**src/rtl/qad_pkg.sv**
```systemverilog
package qad_pkg;
    localparam int QAD_QSEL_W = 4;
    localparam int QAD_DEV_W  = 3;

    function automatic int qad_addr_w(input int qsel_w, input int dev_w);
        return dev_w + 1 + qsel_w;
    endfunction
endpackage

```
**src/rtl/qad_strap.sv**
```systemverilog
module qad_strap #(
    parameter int DEV_W = qad_pkg::QAD_DEV_W
) (
    input  logic             clk,
    input  logic             rst_n,
    input  logic [DEV_W-1:0] id_pin,
    input  logic             mst_pin,
    output logic [DEV_W-1:0] id_q,
    output logic             mst_q
);
    typedef struct packed {
        logic [DEV_W-1:0] id;
        logic             mst;
    } strap_t;

    strap_t st_d, st_q;

    always_comb begin
        st_d = st_q;
        if (!rst_n) begin
            st_d.id  = id_pin;
            st_d.mst = mst_pin;
        end
    end

    always_ff @(posedge clk) begin
        st_q <= st_d;
    end

    assign id_q  = st_q.id;
    assign mst_q = st_q.mst;

    // straps frozen once reset is released
    a_r5_strap_frozen: assert property (@(posedge clk) disable iff (!rst_n)
        rst_n |=> ($stable(id_q) && $stable(mst_q)));
endmodule

```
**src/rtl/qad_port.sv**
```systemverilog
module qad_port #(
    parameter int QSEL_W = qad_pkg::QAD_QSEL_W,
    parameter int DEV_W  = qad_pkg::QAD_DEV_W,
    localparam int ADDR_W = DEV_W + 1 + QSEL_W
) (
    input  logic              clk,
    input  logic              rst_n,
    input  logic              rst_sel,
    input  logic [DEV_W-1:0]  dev_id,
    input  logic              cfg_done,
    input  logic              addr_en,
    input  logic [ADDR_W-1:0] addr,
    input  logic              req,
    output logic [QSEL_W-1:0] qidx,
    output logic              nul,
    output logic              sel,
    output logic              go
);
    localparam int NULL_BIT = QSEL_W;

    typedef struct packed {
        logic [QSEL_W-1:0] qidx;
        logic              nul;
        logic              sel;
    } sel_t;

    sel_t ps_d, ps_q;
    logic capture;

    assign capture = addr_en && cfg_done;

    always_comb begin
        ps_d = ps_q;
        if (!rst_n) begin
            ps_d.qidx = '0;
            ps_d.nul  = 1'b0;
            ps_d.sel  = rst_sel;
        end else if (capture) begin
            ps_d.qidx = addr[QSEL_W-1:0];
            ps_d.nul  = addr[NULL_BIT];
            ps_d.sel  = (addr[ADDR_W-1 -: DEV_W] == dev_id);
        end
    end

    always_ff @(posedge clk) begin
        ps_q <= ps_d;
    end

    assign qidx = ps_q.qidx;
    assign nul  = ps_q.nul;
    assign sel  = ps_q.sel;
    assign go   = req && ps_q.sel && !ps_q.nul;

    // no capture means the selection holds
    a_r2_hold: assert property (@(posedge clk) disable iff (!rst_n)
        !capture |=> ($stable(qidx) && $stable(nul) && $stable(sel)));

    // captured fields land on the next cycle
    a_r3_fields: assert property (@(posedge clk) disable iff (!rst_n)
        capture |=> (qidx == $past(addr[QSEL_W-1:0]) && nul == $past(addr[NULL_BIT])));

    // device match against the latched number
    a_r4_match: assert property (@(posedge clk) disable iff (!rst_n)
        capture |=> (sel == ($past(addr[ADDR_W-1 -: DEV_W]) == $past(dev_id))));
endmodule

```
**src/rtl/qad_ov_stage.sv**
```systemverilog
module qad_ov_stage #(
    parameter int QSEL_W = qad_pkg::QAD_QSEL_W
) (
    input  logic              clk,
    input  logic              rst_n,
    input  logic              rst_sel,
    input  logic [QSEL_W-1:0] in_qidx,
    input  logic              in_nul,
    input  logic              in_sel,
    output logic [QSEL_W-1:0] out_qidx,
    output logic              out_nul,
    output logic              out_sel
);
    typedef struct packed {
        logic [QSEL_W-1:0] qidx;
        logic              nul;
        logic              sel;
    } ov_t;

    ov_t ov_d, ov_q;

    always_comb begin
        ov_d = ov_q;
        if (!rst_n) begin
            ov_d.qidx = '0;
            ov_d.nul  = 1'b0;
            ov_d.sel  = rst_sel;
        end else begin
            ov_d.qidx = in_qidx;
            ov_d.nul  = in_nul;
            ov_d.sel  = in_sel;
        end
    end

    always_ff @(posedge clk) begin
        ov_q <= ov_d;
    end

    assign out_qidx = ov_q.qidx;
    assign out_nul  = ov_q.nul;
    assign out_sel  = ov_q.sel;
endmodule

```
**src/rtl/qaddr_decode.sv**
```systemverilog
module qaddr_decode #(
    parameter int QSEL_W = qad_pkg::QAD_QSEL_W,
    parameter int DEV_W  = qad_pkg::QAD_DEV_W,
    localparam int ADDR_W = DEV_W + 1 + QSEL_W
) (
    input  logic              clk,
    input  logic              rst_n,
    input  logic [DEV_W-1:0]  dev_id_strap,
    input  logic              master_strap,
    input  logic              cfg_done,
    input  logic [ADDR_W-1:0] wr_addr,
    input  logic              wr_addr_en,
    input  logic              wr_req,
    input  logic [ADDR_W-1:0] rd_addr,
    input  logic              rd_addr_en,
    input  logic              rd_req,
    output logic [QSEL_W-1:0] wr_qidx,
    output logic              wr_null,
    output logic              wr_dev_sel,
    output logic              wr_go,
    output logic              full_oe,
    output logic [QSEL_W-1:0] rd_qidx,
    output logic              rd_null,
    output logic              rd_dev_sel,
    output logic              rd_go,
    output logic [QSEL_W-1:0] ov_qidx,
    output logic              ov_null,
    output logic              ov_oe
);
    logic [DEV_W-1:0] id_q;
    logic             mst_q;

    qad_strap #(.DEV_W(DEV_W)) i_strap (
        .clk(clk), .rst_n(rst_n), .id_pin(dev_id_strap), .mst_pin(master_strap),
        .id_q(id_q), .mst_q(mst_q)
    );

    qad_port #(.QSEL_W(QSEL_W), .DEV_W(DEV_W)) i_wr_port (
        .clk(clk), .rst_n(rst_n), .rst_sel(master_strap), .dev_id(id_q),
        .cfg_done(cfg_done), .addr_en(wr_addr_en), .addr(wr_addr), .req(wr_req),
        .qidx(wr_qidx), .nul(wr_null), .sel(wr_dev_sel), .go(wr_go)
    );

    qad_port #(.QSEL_W(QSEL_W), .DEV_W(DEV_W)) i_rd_port (
        .clk(clk), .rst_n(rst_n), .rst_sel(master_strap), .dev_id(id_q),
        .cfg_done(cfg_done), .addr_en(rd_addr_en), .addr(rd_addr), .req(rd_req),
        .qidx(rd_qidx), .nul(rd_null), .sel(rd_dev_sel), .go(rd_go)
    );

    qad_ov_stage #(.QSEL_W(QSEL_W)) i_ov_stage (
        .clk(clk), .rst_n(rst_n), .rst_sel(master_strap),
        .in_qidx(rd_qidx), .in_nul(rd_null), .in_sel(rd_dev_sel),
        .out_qidx(ov_qidx), .out_nul(ov_null), .out_sel(ov_oe)
    );

    assign full_oe = wr_dev_sel;

    // full-flag ownership moves only after a write-port capture
    a_r6_full_owner: assert property (@(posedge clk) disable iff (!rst_n)
        !(wr_addr_en && cfg_done) |=> $stable(full_oe));

    // output-valid stage trails the read selection by one cycle
    a_r7_ov_trail: assert property (@(posedge clk) disable iff (!rst_n)
        rst_n |=> (ov_qidx == $past(rd_qidx) && ov_oe == $past(rd_dev_sel)
                   && ov_null == $past(rd_null)));

    // reset ownership follows the latched master strap
    a_r1_reset_owner: assert property (@(posedge clk)
        (!rst_n && $past(!rst_n)) |=> (!rst_n || (full_oe == mst_q && ov_oe == mst_q)));
endmodule

```
**config.mk**
```make
export PLATFORM = sky130hd
export DESIGN_NAME = qaddr_decode
export DESIGN_NICKNAME = d
export VERILOG_FILES = /design/src/rtl/qad_pkg.sv /design/src/rtl/qad_strap.sv /design/src/rtl/qad_port.sv /design/src/rtl/qad_ov_stage.sv /design/src/rtl/qaddr_decode.sv
export SDC_FILE = /design/constraint.sdc
export NUM_CORES = 1
export LEC_CHECK = 0
export ABC_CLOCK_PERIOD_IN_PS = 1200
export BUFFER_PORTS_ARGS = -buffer_cell sky130_fd_sc_hd__buf_2
export CAP_MARGIN = 30
export CORE_MARGIN = 2
export CORE_UTILIZATION = 41
export CTS_BUF_LIST = sky130_fd_sc_hd__clkbuf_8
export DETAILED_ROUTE_END_ITERATION = 6
export PLACE_DENSITY = 0.83
export REMOVE_ABC_BUFFERS = 1
export SLEW_MARGIN = 10
export SYNTH_ARGS = -nofsm -noshare
export SYNTH_HDL_FRONTEND = slang
export SYNTH_SLANG_ARGS = --single-unit
```
**constraint.sdc**
```tcl
create_clock -name clk -period 1.2 [get_ports clk]
set_clock_uncertainty 0.1 [all_clocks]
set_input_delay 0.24 -clock clk [delete_from_list [all_inputs] [get_ports clk]]
set_output_delay 0.24 -clock clk [all_outputs]
set_load 0.05 [all_outputs]
```
==> reports/metrics.csv, run 1 <==
stage,metric,value,unit
setup_path,r2r-end,i_wr_port.sel,
floorplan,die_w,50.9,µm
logic_synthesis,synth_warnings,0,
setup_path,rr_worst_depth,2,
setup_path,worst-path-buf-inv,1,
global_route,grt_start_max_net_pins,14,
floorplan,die_area,2590,µm²
worst_hold_path,hold_path_startpoint,dev_id_strap[0],
cells_and_area,diodes,0,
clock_tree,h-tree-depth,1,
clock_tree,cts_buffers,3,
logic_synthesis,synthTopCellsByArea,"dfxtp_1 (36%), edfxtp_1 (17%), a21bo_2 (7.8%), xor2_1 (5.8%), nand3_1 (5.5%)",
cells_and_area,syn_to_final_growth,39.1,%
setup_path,required,860,ps
logic_synthesis,synth_area,902,µm²
sta,setup_ws,-124,ps
cells_and_area,multi_input_area,367,µm²
status,outcome,"complete, but fails checks",
logic_synthesis,synth_most_common_cell,dfxtp_1,
sta,max_freq,756,MHz
route,post_drt_via_cell_ratio,4.80,
route,drc,0,
sta,fin_crit,1320,ps
setup_path,cp.arrival,980,ps
route,wl,2040,µm
setup_path,rrSetupSlack,-30,ps
placement,hpwl,1490,µm
cells_and_area,final_nets,160,
sta,slew_violations,0,
logic_synthesis,synth.distinct_cells,17,
setup_path,end_kind,primary output,
placement,port_buffers,47,
status,violations,setup timing,
setup_path,cp_max_fo,3,
worst_hold_path,hold_class,input port to flop,
sta,tightest_slew,280,ps
sta,finalHoldViolCount,0,
setup_path,slowest_delay,390,ps
clock_tree,cts.sinks,21,
floorplan,rows,16,
setup_path,cp-start-kind,flop,
logic_synthesis,avgSynthCellArea,10.9,µm²
route,wl_per_cell,12.8,µm
sta,fin_crit_sh,110,%
flow_run,cap_violations,0,
setup_path,critPathSlowestCell,edfxtp_1,
cells_and_area,nFillCells,169,
sta,setup_tns,-431,ps
sta,rsz0062_at_grt,yes,
clock_tree,root_buffer,clkbuf_8,
global_route,grt_remaining_overflow,0,
clock_tree,clkTransAtPathRegs,70,ps
logic_synthesis,synthFlopType,dfxtp_1,
worst_hold_path,hold_path_depth,1,
cells_and_area,drive_gt1_share,50.8,%
setup_path,rr_startpoint,i_strap.id_q[0],
cells_and_area,seq_area,470,µm²
global_route,grt_usage,15.4,%
logic_synthesis,async_flop_share,0,%
floorplan,die_y,50.9,µm
floorplan,coreArea,2020,µm²
floorplan,io_pins,48,
route,postRouteAntennaNets,0,
power,vdd_drop_max,806,µV
logic_synthesis,synth_common_cells,"dfxtp_1 (16), nand3_1 (10), a21oi_1 (9)",
global_route,grt_pass1_wl,2990,µm
floorplan,start_util,44.6,%
clock_tree,hold_buffers,0,
route,num_vias,763,
global_route,grt_antenna_before_repair,0,
power,cellLeakagePower,0.598,nW
clock_tree,insertion_delay,250,ps
sta,finalSetupViolations,5,
placement,place.gp.congestion,0.744,
logic_synthesis,synth_edf_count,5,
setup_path,path_cells,nand2_1 > nor2_1 > buf_6,
logic_synthesis,ys_ff_latch,21,
power,p_per_area,1270,nW/µm²
clock_tree,cts_tree,built,
global_route,grt_pass1_vias,698,
setup_path,worst-setup-path-type,flop to primary output,
sta,slew_headroom,81.1,%
worst_hold_path,hold_end,i_strap.id_q[0],
logic_synthesis,seq_area_frac_synth,52.1,%
clock_tree,clockBufferDepth,2,
route,drtIter0Drc,10,
logic_synthesis,synthCells,83,
logic_synthesis,synth_top_area_share,35.5,%
logic_synthesis,yosys.area.top_type,dfxtp_1,
route,first_pass_iters,4,
placement,pre_cts_ws,-38.8,ps
setup_path,cpLargestDelayFamily,flip-flops,
flip-flops by register name (all words and copies together), names as in the netlist:
register and flops:
i_ov_stage.out_nul 1, i_ov_stage.out_qidx 4, i_ov_stage.out_sel 1, i_rd_port.nul 1, i_rd_port.qidx 4, i_rd_port.sel 1, i_strap.id_q 3, i_wr_port.nul 1
i_wr_port.qidx 4, i_wr_port.sel 1
how the worst max path moves through the flow:
stage                               end  depth (start not counted)  slack, ps            start
after floorplan                   wr_go                          2       -840    i_wr_port.sel
after global placement    i_rd_port.sel                          2         60  i_strap.id_q[2]
after detailed placement  i_wr_port.sel                          2        -40  i_strap.id_q[2]
after CTS                         wr_go                          3       -140    i_wr_port.sel
after global routing              wr_go                          3       -170    i_wr_port.sel
final                             rd_go                          3       -120    i_rd_port.sel
power breakdown:
group | switching [mW] | internal [mW]
Combinational | 0.231 | 0.139
Clock | 0.214 | 0.227
Sequential | 0.0235 | 0.764
layer usage:
| metal | wire (µm) | global-route usage [%] | vias up |
|---|---|---|---|
| met5 | 0 | 0 | - |
| met4 | 11 | 6.76 | 0 |
| met3 | 129 | 2.92 | 2 |
| met2 | 1050 | 27.3 | 32 |
| met1 | 844 | 18.0 | 347 |
| li1 | - | - | 382 |
logic make-up after synthesis:
group | synth area share, %
AND/OR/NAND/NOR | 13.9
AO/OA/AOI/OAI | 20.7
flip-flops | 52.1
buffers and inverters | 7.49
XOR/XNOR | 5.83
through the flow:
stage,instance area (µm²),instances,util (%),total power [mW],hold slack (ps)
floorplan,841,76,-,1.01,239
global placement,1120,152,55.6,1.12,320
detailed placement,1120,152,55.6,1.13,318
CTS,1200,157,59.4,1.58,51.3
global route,1250,159,62.1,1.66,58.9
finish,1250,159,62.1,1.60,60.2
repair_timing:
action / in CTS / in global routing
setup endpoints to repair: 12 / 14
pin swaps: 4 / 0
setup buffers: 1 / 2
resized for setup: 9 / 16
placed cells by master, fill, tap and decap left out, drive strengths merged:
master / n
buf: 48
edfxtp: 5
and2: 5
xor2: 6
nand3: 10
a21oi: 10
inv: 2
nand2: 8
dfxtp: 16
a21bo: 10
o41ai: 2
nor2: 2
nand2b: 1
clkbuf: 7
worst reg2reg max path, delay by kind of cell, from the launching register on:
kind	cells	cell delay [ps]
compound gates	1	350
xor+xnor	1	170
flops	1	400
layout make-up:
class                           instances  area share, %
Clock buffer                            3           3.29
Inverter                                1          0.499
Timing Repair Buffer                   52           26.5
Tap cell                               27           2.69
Multi-Input combinational cell         54           29.2
Clock inverter                          1          0.299
Sequential cell                        21           37.5
(Power assumes the default switching activity.)
==> run 2: changes to the inputs <==
--- a/config.mk
+++ b/config.mk
@@ -5,14 +5,15 @@
 export SDC_FILE = /design/constraint.sdc
 export NUM_CORES = 1
 export LEC_CHECK = 0
-export ABC_CLOCK_PERIOD_IN_PS = 1200
+export ABC_AREA = 1
+export ABC_CLOCK_PERIOD_IN_PS = 1100
 export BUFFER_PORTS_ARGS = -buffer_cell sky130_fd_sc_hd__buf_2
 export CAP_MARGIN = 30
-export CORE_MARGIN = 2
-export CORE_UTILIZATION = 41
+export CORE_MARGIN = 1
+export CORE_UTILIZATION = 40
 export CTS_BUF_LIST = sky130_fd_sc_hd__clkbuf_8
 export DETAILED_ROUTE_END_ITERATION = 6
-export PLACE_DENSITY = 0.83
+export PLACE_DENSITY = 0.82
 export REMOVE_ABC_BUFFERS = 1
 export SLEW_MARGIN = 10
 export SYNTH_ARGS = -nofsm -noshare
==> constraint.sdc (replaced) <==
create_clock -name clk -period 1.1 [get_ports clk]
set_clock_uncertainty 0.1 [all_clocks]
set_input_delay 0.22 -clock clk [delete_from_list [all_inputs] [get_ports clk]]
set_output_delay 0.22 -clock clk [all_outputs]
set_load 0.05 [all_outputs]
==> reports/metrics.csv, run 2 <==
stage,metric,value,unit
status,outcome,"complete, but fails checks",
status,violations,setup timing,
sta,finalSetupViolations,6,
floorplan,die_y,48.4,µm
power,p_per_area,1370,nW/µm²
route,num_vias,860,
global_route,grtUsageMet3,4.40,%
power,totalPowerFinal,1.89,mW
setup_path,cp.arrival,1010,ps
sta,setup_ws,-226,ps
floorplan,coreArea,2000,µm²
global_route,grt_use_met1,19.8,%
placement,pre_cts_ws,10.9,ps
setup_path,worst-path-buf-inv,1,
clock_tree,cts_buffers,3,
logic_synthesis,synth_common_cells,"nand2_1 (32), nor2_1 (27), dfxtp_1 (16)",
cells_and_area,mostFrequentLayoutCell,nand2_1,
global_route,grt_util_met2,35.2,%
sta,max_freq,754,MHz
logic_synthesis,seq_area_frac_synth,54.7,%
sta,slew_violations,0,
sta,tightest_slew,248,ps
sta,slew_headroom,83.6,%
logic_synthesis,synthFlopType,dfxtp_1,
sta,fin_crit,1330,ps
logic_synthesis,synthTopCellsByArea,"dfxtp_1 (37%), edfxtp_1 (17%), nand2_1 (14%), nor2_1 (12%), o21ai_1 (5.8%)",
logic_synthesis,synth_area,861,µm²
setup_path,slowest_delay,420,ps
setup_path,cp-start-kind,flop,
cells_and_area,layoutNonFillerInstCount,192,
placement,place_area,1130,µm²
route,postRouteAntennaNets,0,
global_route,grt_pass1_wl,3390,µm
logic_synthesis,avgSynthCellArea,7.69,µm²
clock_tree,clockBufferDepth,2,
sta,rsz0062_at_grt,yes,
setup_path,required,780,ps
cells_and_area,final_nets,193,
placement,place.gp.congestion,0.829,
cells_and_area,post-route-util,68.8,%
cells_and_area,syn_to_final_growth,59.9,%
sta,fin_crit_sh,121,%
clock_tree,cts_tree,built,
logic_synthesis,synth.distinct_cells,12,
flow_run,cap_violations,0,
cells_and_area,nFillCells,168,
setup_path,cpLargestDelayFamily,flip-flops,
setup_path,cp_max_fo,3,
cells_and_area,final_cell_mix,"nand2_1 (30), buf_2 (27), nor2_1 (25), buf_6 (15)",
setup_path,end_kind,primary output,
clock_tree,hold_buffers,0,
logic_synthesis,synth_most_common_cell,nand2_1,
sta,finalHoldViolCount,0,
setup_path,path_cells,nand2_2 > nor2_2 > buf_6,
clock_tree,insertion_delay,250,ps
route,drtIter0Drc,13,
clock_tree,cts.sinks,21,
logic_synthesis,async_flop_share,0,%
placement,post-place-cells,186,
floorplan,die_w,48.4,µm
global_route,grt_pass1_vias,829,
power,vdd_drop_max,965,µV
route,drc,0,
logic_synthesis,ys_ff_latch,21,
route,post_drt_via_cell_ratio,4.48,
clock_tree,h-tree-depth,1,
power,cellLeakagePower,0.735,nW
route,wl_per_cell,10.8,µm
cells_and_area,diodes,0,
placement,hpwl,1420,µm
logic_synthesis,synth_edf_count,5,
route,wl,2070,µm
setup_path,critPathSlowestCell,edfxtp_1,
global_route,grt_antenna_before_repair,0,
global_route,grt_usage,19.1,%
global_route,grt_remaining_overflow,0,
sta,holdWs,35.8,ps
placement,port_buffers,47,
setup_path,worst-setup-path-type,flop to primary output,
global_route,grt_start_max_net_pins,13,
floorplan,die_area,2340,µm²
clock_tree,root_buffer,clkbuf_8,
logic_synthesis,synth_warnings,0,
sta,setup_tns,-919,ps
logic_synthesis,yosys.area.top_type,dfxtp_1,
route,first_pass_iters,4,
floorplan,io_pins,48,
logic_synthesis,synth_top_area_share,37.2,%
floorplan,rows,16,
global_route,busiest_layer,met2,
cells_and_area,fin_area,1380,µm²
clock_tree,clkTransAtPathRegs,70,ps
floorplan,start_util,43.0,%
logic_synthesis,synthCells,112,
worst_hold_path,hold_class,input port to flop,
cells_and_area,drive_gt1_share,48.5,%
-- run 2: cell count changes after synthesis, moves of 5 or more --
cell	before	now
inv_1	0	12
o21ai_1	0	10
xor2_1	6	0
nand2_1	8	32
and2_1	5	0
a21bo_2	7	0
nor2_1	2	27
nand3_1	10	0
a21oi_1	9	0
-- run 2: worst register-to-register path, cell delays in order (launching register included) --
cell and delay (ps):
edfxtp_1 430, buf_6 140, nand2_2 50, nand2_1 40
nor2_1 100, nand2_1 60, nand2_1 50
-- run 2: where the power goes --
group	switching, mW	internal [mW]
combinational	0.308	0.198
sequential	0.0428	0.845
clock	0.245	0.252
total	0.595	1.30
-- run 2: logic make-up after synthesis --
| group | Yosys count | synth area share, % |
|---|---|---|
| simple gates | 62 | 29.1 |
| flops | 21 | 54.7 |
| buf+inv | 19 | 10.5 |
| compound gates | 10 | 5.81 |
-- run 2: final cells by class --
cell class | instances | area (µm²) | area share, %
timing repair buffer | 52 | 424 | 30.8
inverter | 16 | 70.1 | 5.09
multi-input combinational | 72 | 310 | 22.5
sequential | 21 | 492 | 35.7
clock inverter | 1 | 5.00 | 0.364
tap | 27 | 33.8 | 2.45
clock buffer | 3 | 41.3 | 3.00
-- run 2: path summary, 6_finish.rpt --
| kind | start | end | slack [ps] | cells after the start |
|---|---|---|---|---|
| setup reg to reg | i_strap.id_q[1] | i_wr_port.sel | 20 | 6 |
| hold / removal | dev_id_strap[1] | i_strap.id_q[1] | 40 | 1 |
| setup / recovery | i_rd_port.sel | rd_go | -230 | 3 |
| hold reg to reg | i_rd_port.qidx[0] | i_ov_stage.out_qidx[0] | 360 | 2 |
-- run 2: timing repair --
item / in CTS / in global routing
gates resized for setup: 44 / 23
pin swaps: 0 / 1
buffers inserted: 0 / 2
setup endpoints to repair: 21 / 21
-- run 2: metal layers --
layer,vias up,part of all wire [%],wire (µm)
li1,441,-,-
met1,382,38,781
met2,35,54,1130
met3,2,6.6,136
met4,0,1.1,23
met5,-,0,0
==> run 3: changes to the inputs <==
--- a/config.mk
+++ b/config.mk
@@ -10,12 +10,14 @@
 export BUFFER_PORTS_ARGS = -buffer_cell sky130_fd_sc_hd__buf_2
 export CAP_MARGIN = 30
 export CORE_MARGIN = 1
-export CORE_UTILIZATION = 40
+export CORE_UTILIZATION = 41
 export CTS_BUF_LIST = sky130_fd_sc_hd__clkbuf_8
 export DETAILED_ROUTE_END_ITERATION = 6
-export PLACE_DENSITY = 0.82
+export PLACE_DENSITY = 0.83
+export RECOVER_POWER = 100
 export REMOVE_ABC_BUFFERS = 1
 export SLEW_MARGIN = 10
 export SYNTH_ARGS = -nofsm -noshare
 export SYNTH_HDL_FRONTEND = slang
+export SYNTH_HIERARCHICAL = 1
 export SYNTH_SLANG_ARGS = --single-unit
==> reports/metrics.csv, run 3 <==
stage,metric,value,unit
cells_and_area,mostFrequentLayoutCell,nand2_1,
clock_tree,cts.sinks,21,
cells_and_area,final_nets,198,
clock_tree,h-tree-depth,1,
sta,holdWs,38.6,ps
global_route,grt_pass1_wl,2600,µm
worst_hold_path,hold_class,input port to flop,
logic_synthesis,synthCells,117,
clock_tree,clkTransAtPathRegs,70,ps
power,cellLeakagePower,0.744,nW
sta,tightest_slew,510,ps
clock_tree,root_buffer,clkbuf_8,
sta,slew_headroom,66.0,%
setup_path,cp-start-kind,flop,
setup_path,end_kind,primary output,
setup_path,worst-setup-path-type,flop to primary output,
floorplan,die_y,47.6,µm
sta,setup_ws,-200,ps
floorplan,die_area,2260,µm²
clock_tree,clockBufferDepth,2,
placement,place.gp.congestion,0.740,
setup_path,slowest_delay,390,ps
sta,slew_violations,0,
status,violations,setup timing,
sta,max_freq,769,MHz
floorplan,start_util,43.4,%
route,wl_per_cell,10.1,µm
floorplan,rows,16,
power,p_per_area,1370,nW/µm²
logic_synthesis,synth_warnings,6,
route,num_vias,866,
cells_and_area,final_cell_mix,"nand2_1 (34), nor2_1 (26), buf_2 (25), inv_1 (22), buf_6 (11)",
cells_and_area,drive_gt1_share,39.4,%
route,drc,0,
sta,fin_crit,1300,ps
clock_tree,insertion_delay,250,ps
setup_path,cpLargestDelayFamily,flip-flops,
clock_tree,cts_tree,built,
status,outcome,"complete, but fails checks",
floorplan,coreArea,1960,µm²
placement,port_buffers,47,
route,first_pass_iters,5,
sta,finalHoldViolCount,0,
power,vdd_drop_max,1070,µV
logic_synthesis,synth_area,852,µm²
global_route,grt_pass1_vias,702,
floorplan,io_pins,48,
route,postRouteAntennaNets,0,
setup_path,cp.arrival,980,ps
setup_path,required,780,ps
power,totalPowerFinal,1.84,mW
setup_path,path_cells,nand2_1 > nor2_2 > buf_6,
placement,hpwl,1320,µm
route,top_layer_used,met3,
global_route,grt_start_max_net_pins,14,
global_route,grt_remaining_overflow,0,
global_route,grt_usage,16.1,%
global_route,grt_antenna_before_repair,0,
cells_and_area,layoutNonFillerInstCount,197,
route,wl_met2,1120,µm
sta,rsz0062_at_grt,yes,
setup_path,worst-path-buf-inv,1,
cells_and_area,diodes,0,
placement,pre_cts_ws,4.24,ps
flow_run,cap_violations,0,
setup_path,cp_max_fo,3,
setup_path,critPathSlowestCell,edfxtp_1,
placement,post-place-cells,192,
sta,setup_tns,-723,ps
logic_synthesis,avgSynthCellArea,7.28,µm²
route,drtIter0Drc,12,
sta,finalSetupViolations,7,
route,post_drt_via_cell_ratio,4.40,
cells_and_area,syn_to_final_growth,57.3,%
route,wl_met3,99,µm
route,wl_met1,781,µm
clock_tree,cts_buffers,3,
route,wl,2000,µm
floorplan,die_w,47.6,µm
sta,fin_crit_sh,118,%
==> run 3: cell count changes in the layout (fill, tap and decap cells not counted), sizes merged <==
| cell | delta |
|---|---|
| clkinv | -3 |
| clkbuf | +3 |
| nand2 | +2 |
| buf | -5 |
| inv | +8 |
==> run 3: where the power goes <==
part	internal [mW]	switching [mW]	leakage [nW]
clock network	0.248	0.230	0.0269
registers	0.847	0.0445	0.187
logic	0.178	0.292	0.530
total	1.27	0.567	0.744
==> run 3: through the flow <==
| step | area, µm² | utilization, % |
|---|---|---|
| floorplan | 845 | - |
| global placement | 1130 | 57.5 |
| detailed placement | 1130 | 57.5 |
| CTS | 1270 | 64.8 |
| global route | 1340 | 68.3 |
| finish | 1340 | 68.3 |
==> run 3: area by class of cell <==
class	count	area, µm²
Multi-Input combinational cell	74	300
Tap cell	27	33.8
Timing Repair Buffer	50	388
Inverter	21	78.8
Sequential cell	21	494
Clock inverter	1	3.75
Clock buffer	3	41.3
Fill cell	181	622
==> run 3: what timing repair did <==
item	CTS	global route
hold buffers	0	0
setup endpoints to repair	22	21
endpoints found under the hold margin	0	0
buffers inserted	0	1
gates resized for setup	37	26
pin swaps	1	1
==> run 3: per-layer routing <==
| layer | vias up | global-route usage [%] |
|---|---|---|
| met3 | 0 | 3.40 |
| met1 | 384 | 17.3 |
| met5 | - | 0 |
| met4 | 0 | 3.33 |
| met2 | 30 | 31.8 |
| li1 | 452 | - |
==> run 3: final timing paths <==
check,from,endpoint,slack [ps],cells after the start
worst min-delay path,dev_id_strap[1],i_strap/id_q[1],40,1
worst max-delay path,i_rd_port/sel,rd_go,-200,3
worst min register to register,i_rd_port/qidx[3],i_ov_stage/out_qidx[3],360,2
worst max register to register,i_strap/id_q[0],i_rd_port/sel,-10,6
==> run 3: worst reg2reg max path: cells and delay by family (launching register included) <==
family	cells	cell delay, ps
buffers and inverters	1	80
and+or+nand+nor	5	260
DFF	1	440
